## config.mk

```make
export PLATFORM = sky130hd
export DESIGN_NAME = sel_alu
export DESIGN_NICKNAME = d
export VERILOG_FILES = /design/src/rtl/sel_alu_pkg.sv /design/src/rtl/sel_alu_yshape.sv /design/src/rtl/sel_alu_adder.sv /design/src/rtl/sel_alu_logic.sv /design/src/rtl/sel_alu.sv
export SDC_FILE = /design/constraint.sdc
export NUM_CORES = 1
export LEC_CHECK = 0
export BUFFER_PORTS_ARGS = -buffer_cell sky130_fd_sc_hd__buf_2
export CAP_MARGIN = 5
export CORE_UTILIZATION = 54
export DETAILED_ROUTE_END_ITERATION = 6
export PLACE_DENSITY = 0.85
export SETUP_SLACK_MARGIN = 0.1
export SLEW_MARGIN = 20
export SYNTH_ARGS = -nofsm -noshare
export SYNTH_HDL_FRONTEND = slang
export SYNTH_SLANG_ARGS = --single-unit
```

## constraint.sdc

```tcl
create_clock -name vclk -period 6.55
set_input_delay 0.9825 -clock vclk [all_inputs]
set_output_delay 0.9825 -clock vclk [all_outputs]
set_load 0.01 [all_outputs]
```

## src/rtl/sel_alu_pkg.sv

```systemverilog
package sel_alu_pkg;
   typedef enum logic [1:0] {
      Y_ZERO = 2'b00,
      Y_B    = 2'b01,
      Y_NOTB = 2'b10,
      Y_ONES = 2'b11
   } y_pick_e;

   typedef enum logic [1:0] {
      LG_AND = 2'b00,
      LG_OR  = 2'b01,
      LG_XOR = 2'b10,
      LG_NOT = 2'b11
   } lg_op_e;

   typedef struct packed {
      logic       mode_logic;
      logic [1:0] op;
      logic       cin;
   } gsel_t;
endpackage

```

## src/rtl/sel_alu_yshape.sv

```systemverilog
module sel_alu_yshape #(
   parameter int WIDTH = 8
) (
   input  logic [WIDTH-1:0] b_i,
   input  logic [1:0]       pick_i,
   output logic [WIDTH-1:0] y_o
);
   // Per-bit sum of products: keep B where pick[0], keep ~B where pick[1]
   for (genvar i = 0; i < WIDTH; i++) begin : g_bit
      assign y_o[i] = (b_i[i] & pick_i[0]) | (~b_i[i] & pick_i[1]);
   end
endmodule

```

## src/rtl/sel_alu_adder.sv

```systemverilog
module sel_alu_adder #(
   parameter int WIDTH  = 8,
   parameter bit RIPPLE = 1'b1
) (
   input  logic [WIDTH-1:0] a_i,
   input  logic [WIDTH-1:0] y_i,
   input  logic             cin_i,
   output logic [WIDTH-1:0] sum_o,
   output logic             cout_o,
   output logic             cmsb_o
);
   localparam int LOW = WIDTH - 1;

   if (RIPPLE) begin : g_ripple
      logic [WIDTH:0] cy;
      assign cy[0] = cin_i;
      for (genvar i = 0; i < WIDTH; i++) begin : g_fa
         assign sum_o[i]  = a_i[i] ^ y_i[i] ^ cy[i];
         assign cy[i+1]   = (a_i[i] & y_i[i]) | (cy[i] & (a_i[i] ^ y_i[i]));
      end
      assign cout_o = cy[WIDTH];
      assign cmsb_o = cy[LOW];
   end else begin : g_infer
      logic [LOW:0]   low_sum;
      logic [WIDTH:0] full_sum;
      assign low_sum  = {1'b0, a_i[LOW-1:0]} + {1'b0, y_i[LOW-1:0]} + {{LOW{1'b0}}, cin_i};
      assign full_sum = {1'b0, a_i} + {1'b0, y_i} + {{WIDTH{1'b0}}, cin_i};
      assign sum_o  = full_sum[WIDTH-1:0];
      assign cout_o = full_sum[WIDTH];
      assign cmsb_o = low_sum[LOW];
   end
endmodule

```

## src/rtl/sel_alu_logic.sv

```systemverilog
module sel_alu_logic
   import sel_alu_pkg::*;
#(
   parameter int WIDTH = 8
) (
   input  logic [WIDTH-1:0] a_i,
   input  logic [WIDTH-1:0] b_i,
   input  lg_op_e           op_i,
   output logic [WIDTH-1:0] r_o
);
   always_comb begin
      unique case (op_i)
         LG_AND:  r_o = a_i & b_i;
         LG_OR:   r_o = a_i | b_i;
         LG_XOR:  r_o = a_i ^ b_i;
         default: r_o = ~a_i;
      endcase
   end
endmodule

```

## src/rtl/sel_alu.sv

```systemverilog
module sel_alu
   import sel_alu_pkg::*;
#(
   parameter int WIDTH  = 8,
   parameter bit RIPPLE = 1'b1
) (
   input  logic [WIDTH-1:0] a_i,
   input  logic [WIDTH-1:0] b_i,
   input  logic [3:0]       gsel_i,
   output logic [WIDTH-1:0] g_o,
   output logic             v_o,
   output logic             c_o,
   output logic             n_o,
   output logic             z_o
);
   localparam int MSB = WIDTH - 1;

   if (WIDTH < 2) begin : g_bad_width
      $error("sel_alu: WIDTH must be at least 2");
   end

   gsel_t             sel;
   logic [WIDTH-1:0]  y;
   logic [WIDTH-1:0]  sum;
   logic [WIDTH-1:0]  lres;
   logic              cout;
   logic              cmsb;

   assign sel = gsel_t'(gsel_i);

   sel_alu_yshape #(.WIDTH(WIDTH)) u_yshape (
      .b_i    (b_i),
      .pick_i (sel.op),
      .y_o    (y)
   );

   sel_alu_adder #(.WIDTH(WIDTH), .RIPPLE(RIPPLE)) u_adder (
      .a_i    (a_i),
      .y_i    (y),
      .cin_i  (sel.cin),
      .sum_o  (sum),
      .cout_o (cout),
      .cmsb_o (cmsb)
   );

   sel_alu_logic #(.WIDTH(WIDTH)) u_logic (
      .a_i  (a_i),
      .b_i  (b_i),
      .op_i (lg_op_e'(sel.op)),
      .r_o  (lres)
   );

   assign g_o = sel.mode_logic ? lres : sum;
   assign c_o = ~sel.mode_logic & cout;
   assign v_o = ~sel.mode_logic & (cout ^ cmsb);
   assign n_o = g_o[MSB];
   assign z_o = ~|g_o;

   always_comb begin
      if (!sel.mode_logic) begin
         // overflow only when operands share a sign and the result's sign differs
         p_overflow_sign_r4: assert (v_o == ((a_i[MSB] == y[MSB]) && (g_o[MSB] != a_i[MSB])))
            else $error("overflow flag disagrees with operand signs");
         if (gsel_i[2:0] == 3'b000) begin
            p_pass_a_r2: assert (g_o == a_i) else $error("select 0000 did not pass A");
         end
      end else begin
         p_logic_flags_clear_r5: assert (!v_o && !c_o) else $error("arith flags set in logic mode");
      end
      p_neg_msb_r6: assert (n_o == g_o[MSB]) else $error("negative flag mismatch");
      p_zero_r7: assert (z_o != (|g_o)) else $error("zero flag mismatch");
   end
endmodule

```

=== Word level (Yosys, flattened, before mapping) ===
Index checks and enable logic that the tools add are counted.
Widths: inputs -> output; s select.

* Eq/ne operators: 2
* Mux-type cells: 2
* Bitwise operators: 80
* Reductions and logical operators: 3

{| class="wikitable"
|+ Operators with widths
! kind !! number
|-
| $and 1x1->1 || 34
|-
| $pmux 8 s3 || 1
|-
| $xor 1x1->1 || 17
|-
| $or 1x1->1 || 16
|-
| $not 1->1 || 9
|-
| $and 8x8->8 || 1
|-
| $mux 8 || 1
|-
| $not 8->8 || 1
|-
| $or 8x8->8 || 1
|-
| $reduce_or 8->1 || 1
|-
| $xor 8x8->8 || 1
|-
| $eq 2x1->1 const B || 1
|-
| $eq 2x2->1 const B || 1
|-
| $logic_not 2->1 || 1
|-
| $logic_not 1->1 || 1
|}

* Register bits: 0
* Input port bits: 20
* Output and inout port bits: 12
* Word-level logic and storage cells: 87

=== Logic depth before layout (Yosys ltp) ===
Gate-level depths: netlist of run 1.

* Depth in word-level cells: 22
* Mapped depth: 18
* Depth with buffers taken out: 16

=== Modules after synthesis ===
Synthesis of run 1 repeated with hierarchy kept, for this count alone.

* Cell total of the unflattened synthesis: 97
* Area, all modules: 968.4 um2

{| class="wikitable"
|+ By module, submodules not included
! module !! times used !! cells an instance !! area an instance (um2) !! seq. area each (um2)
|-
| sel_alu_logic || 1 || 50 || 493.0 || 0.0
|-
| sel_alu_adder || 1 || 18 || 197.7 || 0.0
|-
| sel_alu || 1 || 21 || 187.7 || 0.0
|-
| sel_alu_yshape || 1 || 8 || 90.1 || 0.0
|}

=== Least setup slack after synthesis of run 1 ===
No wires, ideal clock.

* Path type: in2out
* From: input port gsel_i[2]
* To: output port z_o
* Arrival time: 4.721 ns
* Path slack: 0.847 ns
* Cell stages on the path: 18
* Buffers on the path: 2
* Cell sequence: clkbuf_1 -> clkbuf_1 -> mux2i_1 -> fa_1 -> inv_1 -> fa_1 -> fa_1 -> fa_1 -> inv_1 -> fa_1 -> inv_1 -> fa_1 -> inv_1 -> fa_1 -> fa_1 -> nor2b_1 -> o22ai_1 -> a2111oi_2

* Longest elaborated chain between the ends: 21
* Elaborated cells on any way between the ends: 60
* Classes of those cells: eq/ne (2); mux (2); bitwise (53); reduce/logical (3)

{| class="wikitable"
|+ Ends and longest elaborated chain
! element !! RTL line !! source
|-
| start: declaration || sel_alu.sv:9 || <nowiki>input logic [3:0] gsel_i,</nowiki>
|-
| $and 1x1->1 || sel_alu_yshape.sv:10 || <nowiki>assign y_o[i] = (b_i[i] & pick_i[0]) | (~b_i[i] & pick_i[1]);</nowiki>
|-
| $or 1x1->1 || sel_alu_yshape.sv:10 ||
|-
| $xor 1x1->1 || sel_alu_adder.sv:18, sel_alu_adder.sv:19 ||
|-
| $and 1x1->1 || sel_alu_adder.sv:19 || <nowiki>assign cy[i+1] = (a_i[i] & y_i[i]) | (cy[i] & (a_i[i] ^ y_i[i]));</nowiki>
|-
| $or 1x1->1 || sel_alu_adder.sv:19 ||
|-
| $and 1x1->1 || sel_alu_adder.sv:19 ||
|-
| $or 1x1->1 || sel_alu_adder.sv:19 ||
|-
| $and 1x1->1 || sel_alu_adder.sv:19 ||
|-
| (+5 left out) || -- ||
|-
| $and 1x1->1 || sel_alu_adder.sv:19 ||
|-
| $or 1x1->1 || sel_alu_adder.sv:19 ||
|-
| $and 1x1->1 || sel_alu_adder.sv:19 ||
|-
| $or 1x1->1 || sel_alu_adder.sv:19 ||
|-
| $xor 1x1->1 || sel_alu_adder.sv:18 || <nowiki>assign sum_o[i] = a_i[i] ^ y_i[i] ^ cy[i];</nowiki>
|-
| $mux 8 (*) || sel_alu.sv:53 || <nowiki>assign g_o = sel.mode_logic ? lres : sum;</nowiki>
|-
| $reduce_or 8->1 (*) || sel_alu.sv:57 || <nowiki>assign z_o = ~|g_o;</nowiki>
|-
| $logic_not 1->1 (*) || sel_alu.sv:57 ||
|-
| end: declaration || sel_alu.sv:14 || <nowiki>output logic z_o</nowiki>
|}

Mark *: on every way between the ends. The rest lies on a longest branch, timed or not.

=== Worst setup path in the final report of run 1 ===
Same ends and word-level chain as after synthesis.

==> results of run 1 <==
## critical path, stage by stage
cell       delay (ns)
buf_2            0.26
mux2i_1          0.14
fa_1             0.37
inv_1            0.08
fa_1             0.18
fa_1             0.19
fa_1             0.16
inv_1            0.06
fa_1             0.36
inv_1            0.08
fa_1             0.15
inv_1            0.05
fa_1             0.41
fa_1             0.49
nor2b_1          0.18
o22ai_1          0.13
a2111oi_2        0.36
buf_2            0.20
## where the power goes
group / leakage, nW / total, mW / internal (mW) / switching, mW
logic: 0.585 / 0.0902 / 0.0399 / 0.0502
registers: 0 / 0 / 0 / 0
clock network: 0 / 0 / 0 / 0
total: 0.585 / 0.0902 / 0.0399 / 0.0502
## layout make-up
cell class | count | area share
repair buffers | 33 | 0.158
multi-input cells | 90 | 0.738
well taps | 16 | 0.0189
inverters | 24 | 0.0851
## path summary, 6_finish.rpt
| path | start | end | slack, ns |
|---|---|---|---|
| max | gsel_i[2] | z_o | 0.76 |
| min | gsel_i[3] | v_o | 2.39 |
## logic make-up (layout without fill, tap and decap cells)
family                     after synthesis  after routing  share of synthesized area
adders and majority gates               24             24                      0.394
buffers and inverters                   32             57                      0.146
AOI/OAI and AO/OA                       26             26                      0.176
and+or+nand+nor                         27             27                      0.122
muxes                                   12             12                      0.152
xor gates and xnor gates                 1              1                    0.00958
## routing by layer
| layer | GRT usage | up-vias | routed length (um) |
|---|---|---|---|
| met4 | 0 | 0 | 0 |
| met5 | 0 | - | 0 |
| met2 | 0.421 | 17 | 992 |
| met3 | 0.00426 | 0 | 59 |
| met1 | 0.330 | 405 | 883 |
| li1 | - | 453 | - |
## through the flow
stage | worst slack, ns | hold WS, ns | utilization
global route | 0.520 | 2.40 | 0.687
floorplan | 0.847 | 2.22 | -
CTS | 0.777 | 2.38 | 0.687
global placement | 0.919 | 2.38 | 0.687
detailed placement | 0.772 | 2.37 | 0.687
finish | 0.757 | 2.39 | 0.687
## cells in the mapped netlist, types with 2 or more instances
library cell  instances
a21oi_1              15
mux2_2                5
inv_1                24
o22ai_1               5
a211oi_1              3
nor2_1               21
buf_2                 2
fa_1                  8
clkbuf_1              4
mux2i_1               6
ha_1                 16
nand3_1               2
nor2b_1               2
==> results.json, run 1 <==
{
  "syn_area_per_cell_sq_um": 7.50,
  "die_w_um": 43.2,
  "post-synth-top-area-fraction": 0.219,
  "n_sequential_cell": 0,
  "first_pass_iters": 4,
  "rows": 14,
  "stdcell_area_sq_um": 1060,
  "setup_tns_ns": 0,
  "cts-hold-fix-buffers": 0,
  "die_h_um": 43.2,
  "path_class": "in -> out",
  "vias": 875,
  "endpoint_kind": "output pin",
  "grt_pass1_vias": 818,
  "hold_class": "in -> out",
  "rsz0062_at_grt": "false",
  "vdd_ir_drop_max_mv": 0.0491,
  "grt_usage": 0.233,
  "synth_nets": 166,
  "antenna_found_initial": 0,
  "drv_slew": 0,
  "synth_top_cell_by_area": "ha_1",
  "worstPathRequired_ns": 5.57,
  "overflow": 0,
  "syn-cell-area_sq_um": 915,
  "gp_congestion": 0.828,
  "grt_max_degree": 35,
  "place_inst": 163,
  "start_util": 0.593,
  "timing.final.crit_share": 0.884,
  "seq_area_sq_um": 0,
  "maxCapViolations": 0,
  "yosysSeqAreaShare": 0,
  "min_period_ns": 5.79,
  "grt_pass1_wl_um": 3460,
  "cts_setup_buffers": 0,
  "path_max_fanout": 16,
  "hpwl_um": 1660,
  "p_total_mw": 0.0902,
  "syn_inst": 122,
  "hold_viol": 0,
  "postPlaceCellArea_sq_um": 1060,
  "drive_above_1_share": 0.279,
  "drt-initial-drc-count": 11,
  "routed_wl_um": 1940,
  "hold_depth": 3,
  "ys_top_cells_by_area": "ha_1 (22%), fa_1 (18%), inv_1 (9.8%), nor2_1 (8.6%), a21oi_1 (8.2%)",
  "status": "finished clean",
  "synth_cell_types": 22,
  "synthToLayoutAreaGrowth_pct": 15.7,
  "fin_cells": 163,
  "port_buffers": 32,
  "fill_cells": 145,
  "final_cell_mix": "buf_2 (32), inv_1 (24), nor2_1 (21)",
  "fin_nets": 193,
  "antenna_cells": 0,
  "critPathLaunchType": "input pin",
  "clkbuf_count": 0,
  "slew_headroom": 0.749,
  "powerDensity_nw_per_um2": 85.2,
  "multiInputGateArea_sq_um": 781,
  "cts_resized": 0,
  "tightest_slew_ns": 0.374,
  "final_common_cell": "buf_2",
  "ys_warn_count": 0,
  "critPathArrivalTime_ns": 4.81,
  "wire_per_inst_um": 11.9,
  "final-setup-viol-count": 0,
  "ant_nets": 0,
  "viasPerCell": 5.37,
  "die_area_sq_um": 1860,
  "p_leak_nw": 0.585,
  "core-area_sq_um": 1540,
  "drc_errors": 0,
  "io_pins": 32,
  "maxClockFrequency_ghz": 0.173
}
No activity file was read; power rests on OpenSTA's default activity.
==> run 2: changes to the inputs <==
PLACE_DENSITY = 0.84   (was 0.85)
SYNTH_HIERARCHICAL = 1   (was not set)
==> results.json, run 2 <==
{
  "status": "finished clean",
  "antenna_cells": 0,
  "vdd_ir_drop_max_mv": 0.0559,
  "hold_viol": 0,
  "cts_resized": 0,
  "maxClockFrequency_ghz": 0.167,
  "vias": 764,
  "die_area_sq_um": 1970,
  "drv_slew": 0,
  "endpoint_kind": "output pin",
  "cts-hold-fix-buffers": 0,
  "port_buffers": 32,
  "hpwl_um": 1670,
  "rows": 14,
  "seq_area_sq_um": 0,
  "slowest_stage": "fa_1",
  "grt_pass1_vias": 799,
  "cts_setup_buffers": 0,
  "path_class": "in -> out",
  "io_pins": 32,
  "cpPeakStageDelay_ns": 0.45,
  "final_common_cell": "inv_1",
  "syn-cell-area_sq_um": 968,
  "grt_max_degree": 16,
  "core-area_sq_um": 1590,
  "worstPathRequired_ns": 5.57,
  "synth_nets": 141,
  "dr_wl_met3_um": 52,
  "drive_above_1_share": 0.472,
  "setup_tns_ns": 0,
  "gp_congestion": 0.848,
  "post-route-util": 0.713,
  "wire_per_inst_um": 12.5,
  "overflow": 0,
  "critPathArrivalTime_ns": 5.00,
  "path_max_fanout": 3,
  "critPathLaunchType": "input pin",
  "post-synth-top-area-fraction": 0.207,
  "syn_area_per_cell_sq_um": 9.98,
  "n_sequential_cell": 0,
  "die_w_um": 44.4,
  "path_cells": "buf_2 -> mux2_2 -> fa_1 -> inv_1 -> fa_1 -> inv_1 -> fa_1 -> fa_1 -> fa_1 -> fa_1 -> inv_1 -> fa_1 -> inv_1 -> fa_1 -> nor2_1 -> a22oi_1 -> nor4_2 -> buf_2",
  "grt_pass1_wl_um": 3180,
  "clkbuf_count": 0,
  "wl_met1_um": 777,
  "drc_errors": 0,
  "synth_cell_types": 15,
  "ys_top_cells_by_area": "ha_1 (21%), mux4_2 (19%), fa_1 (17%), mux2_2 (16%), inv_1 (13%)",
  "antenna_found_initial": 0,
  "powerDensity_nw_per_um2": 89.5,
  "fill_cells": 131,
  "grt_usage": 0.213,
  "cp_common_cell": "fa_1",
  "slew_headroom": 0.811,
  "synth_commonest_cells": "inv_1 (34), ha_1 (16), mux2_2 (14)",
  "final-setup-viol-count": 0,
  "synth_top_cell_by_area": "ha_1",
  "first_pass_iters": 2,
  "yosysSeqAreaShare": 0,
  "viasPerCell": 5.06,
  "min_period_ns": 5.98,
  "maxUsedRoutingLayer": "met4",
  "routed_wl_um": 1880,
  "yosysMostFrequentCell": "inv_1",
  "drt-initial-drc-count": 5,
  "synthToLayoutAreaGrowth_pct": 17.3,
  "start_util": 0.608,
  "p_leak_nw": 0.624,
  "ant_nets": 0,
  "syn_inst": 97,
  "routed-wl-met2_um": 1030,
  "tightest_slew_ns": 0.283,
  "timing.final.crit_share": 0.913,
  "die_h_um": 44.4,
  "maxCapViolations": 0,
  "fin_nets": 173,
  "ys_warn_count": 6,
  "final_cell_mix": "inv_1 (34), buf_2 (32), ha_1 (16)",
  "hold_class": "in -> out",
  "rsz0062_at_grt": "false"
}
-- run 2: worst paths after layout --
path	start	end	slack [ns]	depth (start not counted)
min	gsel_i[3]	v_o	2.42	3
max	b_i[0]	z_o	0.57	18
-- run 2: stage by stage --
stage / worst slack [ns] / std cells / area [sq um] / power [mW] / hold WS (ns)
after global routing: 0.374 / 151 / 1140 / 0.114 / 2.45
after floorplan: 0.960 / 97 / 968 / 0.0696 / 2.12
final: 0.570 / 151 / 1140 / 0.102 / 2.42
after global placement: 0.666 / 151 / 1140 / 0.0963 / 2.41
after detailed placement: 0.544 / 151 / 1140 / 0.102 / 2.42
after CTS: 0.549 / 151 / 1140 / 0.102 / 2.42
-- run 2: layer usage --
| layer | GRT usage | vias up |
|---|---|---|
| li1 | - | 374 |
| met1 | 0.238 | 366 |
| met2 | 0.444 | 22 |
| met3 | 0.00816 | 2 |
| met4 | 0.0303 | 0 |
| met5 | 0 | - |
-- run 2: cell type report --
class,count,area [sq um],area share
Timing Repair Buffer,34,175,0.154
Tap cell,24,30.0,0.0264
Multi-Input combinational cell,59,803,0.707
Inverter,34,128,0.112
-- run 2: cell families (layout without fill, tap and decap cells) --
logic type | Yosys count | after routing | share of synthesized area
buffers and inverters | 38 | 68 | 0.171
adders and majority gates | 24 | 24 | 0.372
muxes | 24 | 24 | 0.380
and+or+nand+nor | 8 | 8 | 0.0556
AOI/OAI and AO/OA | 2 | 2 | 0.0129
xor gates and xnor gates | 1 | 1 | 0.00905
-- run 2: critical path, delay by kind of cell --
kind / cells / cell delay, ns
multiplexers: 1 / 0.34
AND/OR/NAND/NOR: 2 / 0.32
adder cells (fa/ha/maj): 8 / 2.72
AO/OA/AOI/OAI: 1 / 0.08
buffers and inverters: 6 / 0.55
-- run 2: power by group --
part | total [mW] | switching, mW | internal [mW]
sequential | 0 | 0 | 0
clock | 0 | 0 | 0
combinational | 0.102 | 0.0501 | 0.0516
